## config.mk

```make
export PLATFORM = sky130hd
export DESIGN_NAME = irqc_top
export DESIGN_NICKNAME = d
export VERILOG_FILES = /design/src/rtl/irqc_pkg.sv /design/src/rtl/irqc_decode.sv /design/src/rtl/irqc_status.sv /design/src/rtl/irqc_mask.sv /design/src/rtl/irqc_top.sv
export SDC_FILE = /design/constraint.sdc
export NUM_CORES = 1
export LEC_CHECK = 0
export CAP_MARGIN = 20
export CORE_MARGIN = 2
export CORE_UTILIZATION = 28
export CTS_CLUSTER_SIZE = 20
export DETAILED_ROUTE_END_ITERATION = 10
export PLACE_DENSITY_LB_ADDON = 0.15
export SLEW_MARGIN = 20
export SYNTH_ARGS = -nofsm -noshare
export SYNTH_HDL_FRONTEND = slang
export SYNTH_SLANG_ARGS = --single-unit
```

## constraint.sdc

```tcl
create_clock -name clk -period 1.1 [get_ports clk]
set_input_delay 0.22 -clock clk [delete_from_list [all_inputs] [get_ports clk]]
set_output_delay 0.22 -clock clk [all_outputs]
set_load 0.02 [all_outputs]
```

## src/rtl/irqc_pkg.sv

```systemverilog
package irqc_pkg;
    localparam int IRQ_W = 7;

    // Condition-type bits: transmit full (3), receive not empty (4)
    localparam logic [IRQ_W-1:0] LEVEL_DEFAULT = 7'b001_1000;

    typedef enum logic [2:0] {
        SEL_NONE,
        SEL_STAT,
        SEL_SET,
        SEL_CLR,
        SEL_MASK
    } reg_sel_e;
endpackage

```

## src/rtl/irqc_decode.sv

```systemverilog
module irqc_decode
    import irqc_pkg::*;
#(
    parameter int              ADDR_W   = 8,
    parameter logic [ADDR_W-1:0] OFS_STAT = 8'h04,
    parameter logic [ADDR_W-1:0] OFS_SET  = 8'h08,
    parameter logic [ADDR_W-1:0] OFS_CLR  = 8'h0C,
    parameter logic [ADDR_W-1:0] OFS_MASK = 8'h10
) (
    input  logic [ADDR_W-1:0] addr,
    output reg_sel_e          sel
);
    always_comb begin
        if      (addr == OFS_STAT) sel = SEL_STAT;
        else if (addr == OFS_SET)  sel = SEL_SET;
        else if (addr == OFS_CLR)  sel = SEL_CLR;
        else if (addr == OFS_MASK) sel = SEL_MASK;
        else                       sel = SEL_NONE;
    end
endmodule

```

## src/rtl/irqc_status.sv

```systemverilog
module irqc_status #(
    parameter int           W          = irqc_pkg::IRQ_W,
    parameter logic [W-1:0] LEVEL_BITS = W'(irqc_pkg::LEVEL_DEFAULT)
) (
    input  logic         clk,
    input  logic         rst_n,
    input  logic [W-1:0] src_in,
    input  logic         clr_we,
    input  logic [W-1:0] clr_bits,
    output logic [W-1:0] status_o
);
    typedef struct packed {
        logic [W-1:0] stat;
    } stat_t;

    stat_t        st_d, st_q;
    logic [W-1:0] clr_eff;
    logic [W-1:0] nxt;

    assign clr_eff = clr_we ? clr_bits : '0;

    for (genvar gi = 0; gi < W; gi++) begin : g_bit
        if (LEVEL_BITS[gi]) begin : g_lvl
            assign nxt[gi] = src_in[gi];
        end else begin : g_stk
            assign nxt[gi] = src_in[gi] | (st_q.stat[gi] & ~clr_eff[gi]);
        end
    end

    always_comb begin
        st_d      = st_q;
        st_d.stat = nxt;
    end

    always_ff @(posedge clk or negedge rst_n) begin
        if (!rst_n) st_q <= '0;
        else        st_q <= st_d;
    end

    assign status_o = st_q.stat;

    assert_sticky_hold_R4: assert property (@(posedge clk) disable iff (!rst_n)
        ((($past(status_o) & ~LEVEL_BITS & ~$past(clr_eff)) & ~status_o) == '0));

    assert_w1c_R5: assert property (@(posedge clk) disable iff (!rst_n)
        $past(clr_we) |->
        ((status_o & ~LEVEL_BITS & $past(clr_bits) & ~$past(src_in)) == '0));

    assert_level_follow_R6: assert property (@(posedge clk) disable iff (!rst_n)
        ((status_o & LEVEL_BITS) == ($past(src_in) & LEVEL_BITS)));

    assert_set_wins_R7: assert property (@(posedge clk) disable iff (!rst_n)
        ((status_o & $past(src_in)) == $past(src_in)));
endmodule

```

## src/rtl/irqc_mask.sv

```systemverilog
module irqc_mask #(
    parameter int W = irqc_pkg::IRQ_W
) (
    input  logic         clk,
    input  logic         rst_n,
    input  logic         set_we,
    input  logic         clr_we,
    input  logic [W-1:0] bits,
    output logic [W-1:0] mask_o
);
    typedef struct packed {
        logic [W-1:0] mask;
    } mask_t;

    mask_t mk_d, mk_q;

    always_comb begin
        mk_d = mk_q;
        if (set_we) mk_d.mask = mk_d.mask | bits;
        if (clr_we) mk_d.mask = mk_d.mask & ~bits;
    end

    always_ff @(posedge clk or negedge rst_n) begin
        if (!rst_n) mk_q <= '0;
        else        mk_q <= mk_d;
    end

    assign mask_o = mk_q.mask;

    assert_enable_sets_R8: assert property (@(posedge clk) disable iff (!rst_n)
        ($past(set_we) && !$past(clr_we)) |-> ((mask_o & $past(bits)) == $past(bits)));

    assert_disable_clears_R9: assert property (@(posedge clk) disable iff (!rst_n)
        $past(clr_we) |-> ((mask_o & $past(bits)) == '0));

    assert_mask_hold_R10: assert property (@(posedge clk) disable iff (!rst_n)
        (!$past(set_we) && !$past(clr_we)) |-> $stable(mask_o));
endmodule

```

## src/rtl/irqc_top.sv

```systemverilog
module irqc_top
    import irqc_pkg::*;
#(
    parameter int                ADDR_W     = 8,
    parameter int                DATA_W     = 32,
    parameter int                W          = IRQ_W,
    parameter logic [W-1:0]      LEVEL_BITS = W'(LEVEL_DEFAULT),
    parameter logic [ADDR_W-1:0] OFS_STAT   = 8'h04,
    parameter logic [ADDR_W-1:0] OFS_SET    = 8'h08,
    parameter logic [ADDR_W-1:0] OFS_CLR    = 8'h0C,
    parameter logic [ADDR_W-1:0] OFS_MASK   = 8'h10
) (
    input  logic              clk,
    input  logic              rst_n,
    input  logic [W-1:0]      src_in,
    input  logic              reg_wen,
    input  logic [ADDR_W-1:0] reg_addr,
    input  logic [DATA_W-1:0] reg_wdata,
    output logic [DATA_W-1:0] reg_rdata,
    output logic              irq_o
);
    typedef struct packed {
        logic irq;
    } out_t;

    reg_sel_e     sel;
    logic [W-1:0] wbits;
    logic [W-1:0] status;
    logic [W-1:0] mask;
    out_t         o_d, o_q;

    assign wbits = reg_wdata[W-1:0];

    irqc_decode #(
        .ADDR_W  (ADDR_W),
        .OFS_STAT(OFS_STAT),
        .OFS_SET (OFS_SET),
        .OFS_CLR (OFS_CLR),
        .OFS_MASK(OFS_MASK)
    ) u_decode (
        .addr(reg_addr),
        .sel (sel)
    );

    irqc_status #(
        .W         (W),
        .LEVEL_BITS(LEVEL_BITS)
    ) u_status (
        .clk     (clk),
        .rst_n   (rst_n),
        .src_in  (src_in),
        .clr_we  (reg_wen && (sel == SEL_STAT)),
        .clr_bits(wbits),
        .status_o(status)
    );

    irqc_mask #(
        .W(W)
    ) u_mask (
        .clk   (clk),
        .rst_n (rst_n),
        .set_we(reg_wen && (sel == SEL_SET)),
        .clr_we(reg_wen && (sel == SEL_CLR)),
        .bits  (wbits),
        .mask_o(mask)
    );

    always_comb begin
        reg_rdata = '0;
        case (sel)
            SEL_STAT: reg_rdata[W-1:0] = status;
            SEL_MASK: reg_rdata[W-1:0] = mask;
            default:  reg_rdata = '0;
        endcase
    end

    always_comb begin
        o_d     = o_q;
        o_d.irq = |(status & mask);
    end

    always_ff @(posedge clk or negedge rst_n) begin
        if (!rst_n) o_q <= '0;
        else        o_q <= o_d;
    end

    assign irq_o = o_q.irq;

    always_comb begin
        if (rst_n && (sel == SEL_SET || sel == SEL_CLR)) begin
            assert_wo_read_zero_R10: assert (reg_rdata == '0);
        end
        if (rst_n) begin
            assert_upper_zero_R3: assert (reg_rdata[DATA_W-1:W] == '0);
        end
    end

    assert_irq_quiet_R11: assert property (@(posedge clk) disable iff (!rst_n)
        ($past(mask) == '0) |-> !irq_o);

    assert_irq_lag_R11: assert property (@(posedge clk) disable iff (!rst_n)
        irq_o |-> ($past(status) & $past(mask)) != '0);
endmodule

```

== Yosys cells after proc, flatten, opt, wreduce, memory -nomap -nowiden ==
Index checks and enable logic that the tools add are counted.

* Logic and storage cells: 42
* Output and inout port bits: 33
* Bits of input ports: 50
* Register bits: 15

* Equal/unequal tests: 8
* Bitwise gates (word level): 19
* Reduce and logical (&&, ||, !) cells: 4
* Muxes and demuxes: 8

{| class="wikitable"
|+ Operators by type and width
! operator !! number
|-
| two-way mux 7 bit || 3
|-
| == test 8 x 4 -> 1 bit, second input constant || 2
|-
| bitwise AND 7 bit || 2
|-
| case mux 7 bit (2 select lines) || 1
|-
| two-way mux 3 bit || 4
|-
| == test 8 x 3 -> 1 bit, second input constant || 1
|-
| == test 8 x 5 -> 1 bit, second input constant || 1
|-
| NOT 7 bit || 1
|-
| bitwise OR 7 bit || 1
|-
| OR reduction 7 bit || 1
|-
| == test 3 x 2 -> 1 bit, second input constant || 2
|-
| bitwise AND 1 bit || 5
|-
| NOT 1 bit || 5
|-
| bitwise OR 1 bit || 5
|-
| == test 3 x 1 -> 1 bit, second input constant || 1
|-
| == test 3 bit, second input constant || 1
|-
| logical AND 1 bit || 3
|}

== Depth between registers and ports, before layout ==
* Depth in word-level cells: 11
* Depth in mapped cells: 4
* Depth with buffers taken out: 3

== By module ==
A second synthesis with hierarchy kept.

* Cells, all modules: 102
* Area total of the unflattened synthesis: 982.2 sq um

{| class="wikitable"
|+ Modules (own cells, without submodules)
! module !! cells an instance !! area an instance (sq um) !! seq. area each (sq um) !! instances
|-
| irqc_top || 58 || 450.4 || 25.0 || 1
|-
| irqc_mask || 21 || 245.2 || 175.2 || 1
|-
| irqc_status || 17 || 231.5 || 175.2 || 1
|-
| irqc_decode || 6 || 55.1 || 0.0 || 1
|}

== Worst setup path before layout ==
Ideal clock, no wire load.

* Kind: input -> output
* Start point: in reg_addr[3]
* End point: out reg_rdata[0]
* Cell stages on the path: 3
* Path buffers: 0
* Data arrival time: 1.096 ns
* Required time: 0.880 ns
* Setup slack: -0.216 ns
* Path through: nor4_4 nand2_1 nor2_1

* Word-level cells in the longest chain between the ends: 7
* Elaborated cells on any way between the ends: 11
* Those cells by class: eq/ne (6); mux (5)

{| class="wikitable"
|+ Ends and longest elaborated chain
! element !! RTL line !! source
|-
| start, declared || irqc_top.sv:17 || <nowiki>input logic [ADDR_W-1:0] reg_addr,</nowiki>
|-
| == test 8 x 5 -> 1 bit || irqc_decode.sv:17 || <nowiki>else if (addr == OFS_MASK) sel = SEL_MASK;</nowiki>
|-
| two-way mux 3 bit || irqc_decode.sv:17 ||
|-
| two-way mux 3 bit || irqc_decode.sv:16 || <nowiki>else if (addr == OFS_CLR) sel = SEL_CLR;</nowiki>
|-
| two-way mux 3 bit || irqc_decode.sv:15 || <nowiki>else if (addr == OFS_SET) sel = SEL_SET;</nowiki>
|-
| two-way mux 3 bit * || irqc_decode.sv:14 || <nowiki>if (addr == OFS_STAT) sel = SEL_STAT;</nowiki>
|-
| == test 3 bit / == test 3 x 1 -> 1 bit (equally long branches) || irqc_top.sv:70 || <nowiki>case (sel)</nowiki>
|-
| case mux 7 bit (2 select lines) * || irqc_top.sv:70 ||
|-
| end, declared || irqc_top.sv:19 || <nowiki>output logic [DATA_W-1:0] reg_rdata,</nowiki>
|}

Mark *: on every way between the ends. The rest lies on a longest branch, timed or not.

== Worst setup path in the final report ==
* Start point: in reg_addr[5]
* End point: out reg_rdata[1]

Same word-level chain as after synthesis.

==> impl_metrics.json <==
{
  "status": "complete, but fails checks",
  "violations": "setup timing",
  "gp_congestion": 0.819,
  "end_kind": "primary output",
  "peakVddDrop_uv": 436,
  "cts_root_buf": "clkbuf_4",
  "grt_max_degree": 16,
  "syn_area_mm2": 0.00102,
  "drtIter0Drc": 19,
  "rsz0062_at_grt": "yes",
  "io_pins": 83,
  "antenna_cells": 0,
  "fillers": 350,
  "die_h_um": 64.4,
  "fmax_ghz": 0.715,
  "hold_viol_final": 0,
  "hpwlAfterDp_um": 2020,
  "grt_pass1_wl_um": 4580,
  "cts_sinks": 15,
  "cap_violations": 0,
  "clock_skew_ns": 0.00345,
  "placed_area_mm2": 0.00156,
  "path_class": "in -> out",
  "vias": 938,
  "h-tree-depth": 1,
  "avgViaCountPerCell": 4.32,
  "finalWorstSetupSlack_ns": -0.299,
  "ys_seq_area_share_pct": 36.8,
  "antenna_found_initial": 0,
  "slew_viol_final": 0,
  "fin_setup_tns_ns": -2.10,
  "total_power_mw": 1.28,
  "avgRoutedWirePerCell_um": 12.1,
  "syn_inst": 105,
  "fin_crit_sh_pct": 127,
  "grt_use_total_pct": 14.2,
  "holdWs_ns": 0.231,
  "core.rowCount": 21,
  "synth_seq_cells": 15,
  "dr.pass1.iters": 4,
  "drc": 0,
  "start_util_pct": 29.9,
  "area_delta_synth_final_pct": 68.5,
  "cp.arrival_ns": 1.18,
  "fin_area_mm2": 0.00172,
  "fin_util_pct": 50.4,
  "crit_fanout": 5,
  "cts-buffers-inserted": 3,
  "die_w_um": 64.4,
  "portBuffers": 32,
  "setup_viol": 8,
  "startpoint_type": "primary input",
  "syn_area_per_cell_um2": 9.72,
  "power_density_mw_per_mm2": 746,
  "cp_data_required_time_ns": 0.88,
  "dieArea_mm2": 0.00415,
  "clk-insertion-delay-late_ns": 0.29,
  "ant_nets": 0,
  "overflow": 0,
  "p_leak_nw": 0.817,
  "period_minus_slack_ns": 1.40,
  "drive_gt1_share_pct": 45.0,
  "yosys_warnings": 0,
  "grt_pass1_vias": 969,
  "clockBufferDepth": 2,
  "hp-class": "in -> async",
  "synth_cell_types": 17,
  "core_area_mm2": 0.00342,
  "wl_um": 2620,
  "clk_pin_slew_worst_paths_ns": 0.10,
  "cts_tree": "yes",
  "num-nets-final": 222
}
worst max-delay path: stages:
cell,delay [ns]
buf_8,0.10
nor4_4,0.35
nand2_4,0.16
buf_12,0.16
nor2_4,0.07
buf_6,0.11
metrics by stage:
step,worst slack (ns),std cells
floorplan,-0.132,129
global placement,-1.27,207
detailed placement,-1.30,207
CTS,-0.317,217
global route,-0.367,217
finish,-0.299,217
cells in the mapped netlist:
cell type  count  share of area, %
nand2_1        1              0.37
a22oi_1        9               6.6
nand3_1       13               6.4
buf_4         25                18
nor2b_1        2               1.2
a222oi_1       1              0.98
clkbuf_1       2              0.74
inv_1          7               2.6
nor4b_4        2               4.7
conb_1         1              0.37
mux2i_1        7               6.9
nor4_4         1               2.1
nor2_1         8               2.9
dfrtp_1       15                37
buf_2          1              0.49
a21o_1         5               3.7
and4b_1        5               4.9
path summary, 6_finish.rpt:
path	start	end	slack, ns	cells past startpoint
worst min register to register	u_status.status_o[4]$_DFF_PN0_	irq_o$_DFF_PN0_	0.56	2
worst max-delay path	reg_addr[5]	reg_rdata[1]	-0.30	6
worst min-delay path	rst_n	asynchronous set/reset pin	0.23	2
worst max register to register	u_status.status_o[5]$_DFF_PN0_	irq_o$_DFF_PN0_	-0.07	3
min in group clk	src_in[4]	u_status.status_o[4]$_DFF_PN0_	0.37	1
max in group asynchronous	rst_n	asynchronous set/reset pin	0.69	2
cells by family after synthesis:
family,synth area share (%)
muxes,6.86
other,0.367
and+or+nand+nor,22.5
buffers and inverters,22.2
DFF,36.8
AOI/OAI and AO/OA,11.3
power breakdown:
group	total, mW	leakage (nW)	switching [mW]	internal [mW]
combinational	0.369	0.660	0.200	0.169
clock	0.334	0.0177	0.199	0.135
sequential	0.580	0.139	0.0125	0.567
total	1.28	0.817	0.411	0.872
placed cells by master (no fill, tap or decap):
cell,Yosys,routed
clkinv_2,0,1
inv_1,7,7
buf_6,0,15
mux2i_1,7,7
a22oi_2,0,7
buf_4,25,26
nor2b_1,2,1
and4b_1,5,5
nand2_4,0,1
nor4_4,1,1
nor2_4,0,8
dfrtp_1,15,15
clkdlybuf4s50_1,0,15
clkdlybuf4s15_2,0,1
buf_2,1,2
clkbuf_4,0,3
buf_12,0,1
a222oi_1,1,1
a21o_1,5,5
a22oi_1,9,2
clkbuf_2,0,4
buf_8,0,1
dlygate4sd2_1,0,1
nand3_1,13,10
nor2b_4,0,1
conb_1,1,25
nor4b_4,2,2
nand3_2,0,3
repair_timing:
item	4_1_cts	5_1_grt
endpoints found under the hold margin	0	0
gates resized for setup	91	9
hold buffers	0	0
pin swaps	19	12
setup endpoints to repair	21	15
buffers inserted	6	0
cell type report:
| class | count | area, µm² | share of cell area [%] |
|---|---|---|---|
| Multi-Input combinational cell | 79 | 634 | 36.9 |
| Timing Repair Buffer | 66 | 599 | 34.8 |
| Sequential cell | 15 | 375 | 21.8 |
| Tap cell | 46 | 57.6 | 3.35 |
| Inverter | 7 | 26.3 | 1.53 |
| Clock buffer | 3 | 22.5 | 1.31 |
| Clock inverter | 1 | 5.00 | 0.291 |
metal layers:
| metal | vias up | wire [µm] | GRT usage, % |
|---|---|---|---|
| met5 | - | 0 | 0 |
| met4 | 0 | 0 | 1.60 |
| met3 | 0 | 178 | 3.70 |
| met2 | 44 | 1350 | 25.0 |
| met1 | 438 | 1090 | 17.9 |
| li1 | 456 | - | - |
Power figures use the tool's default switching activity.
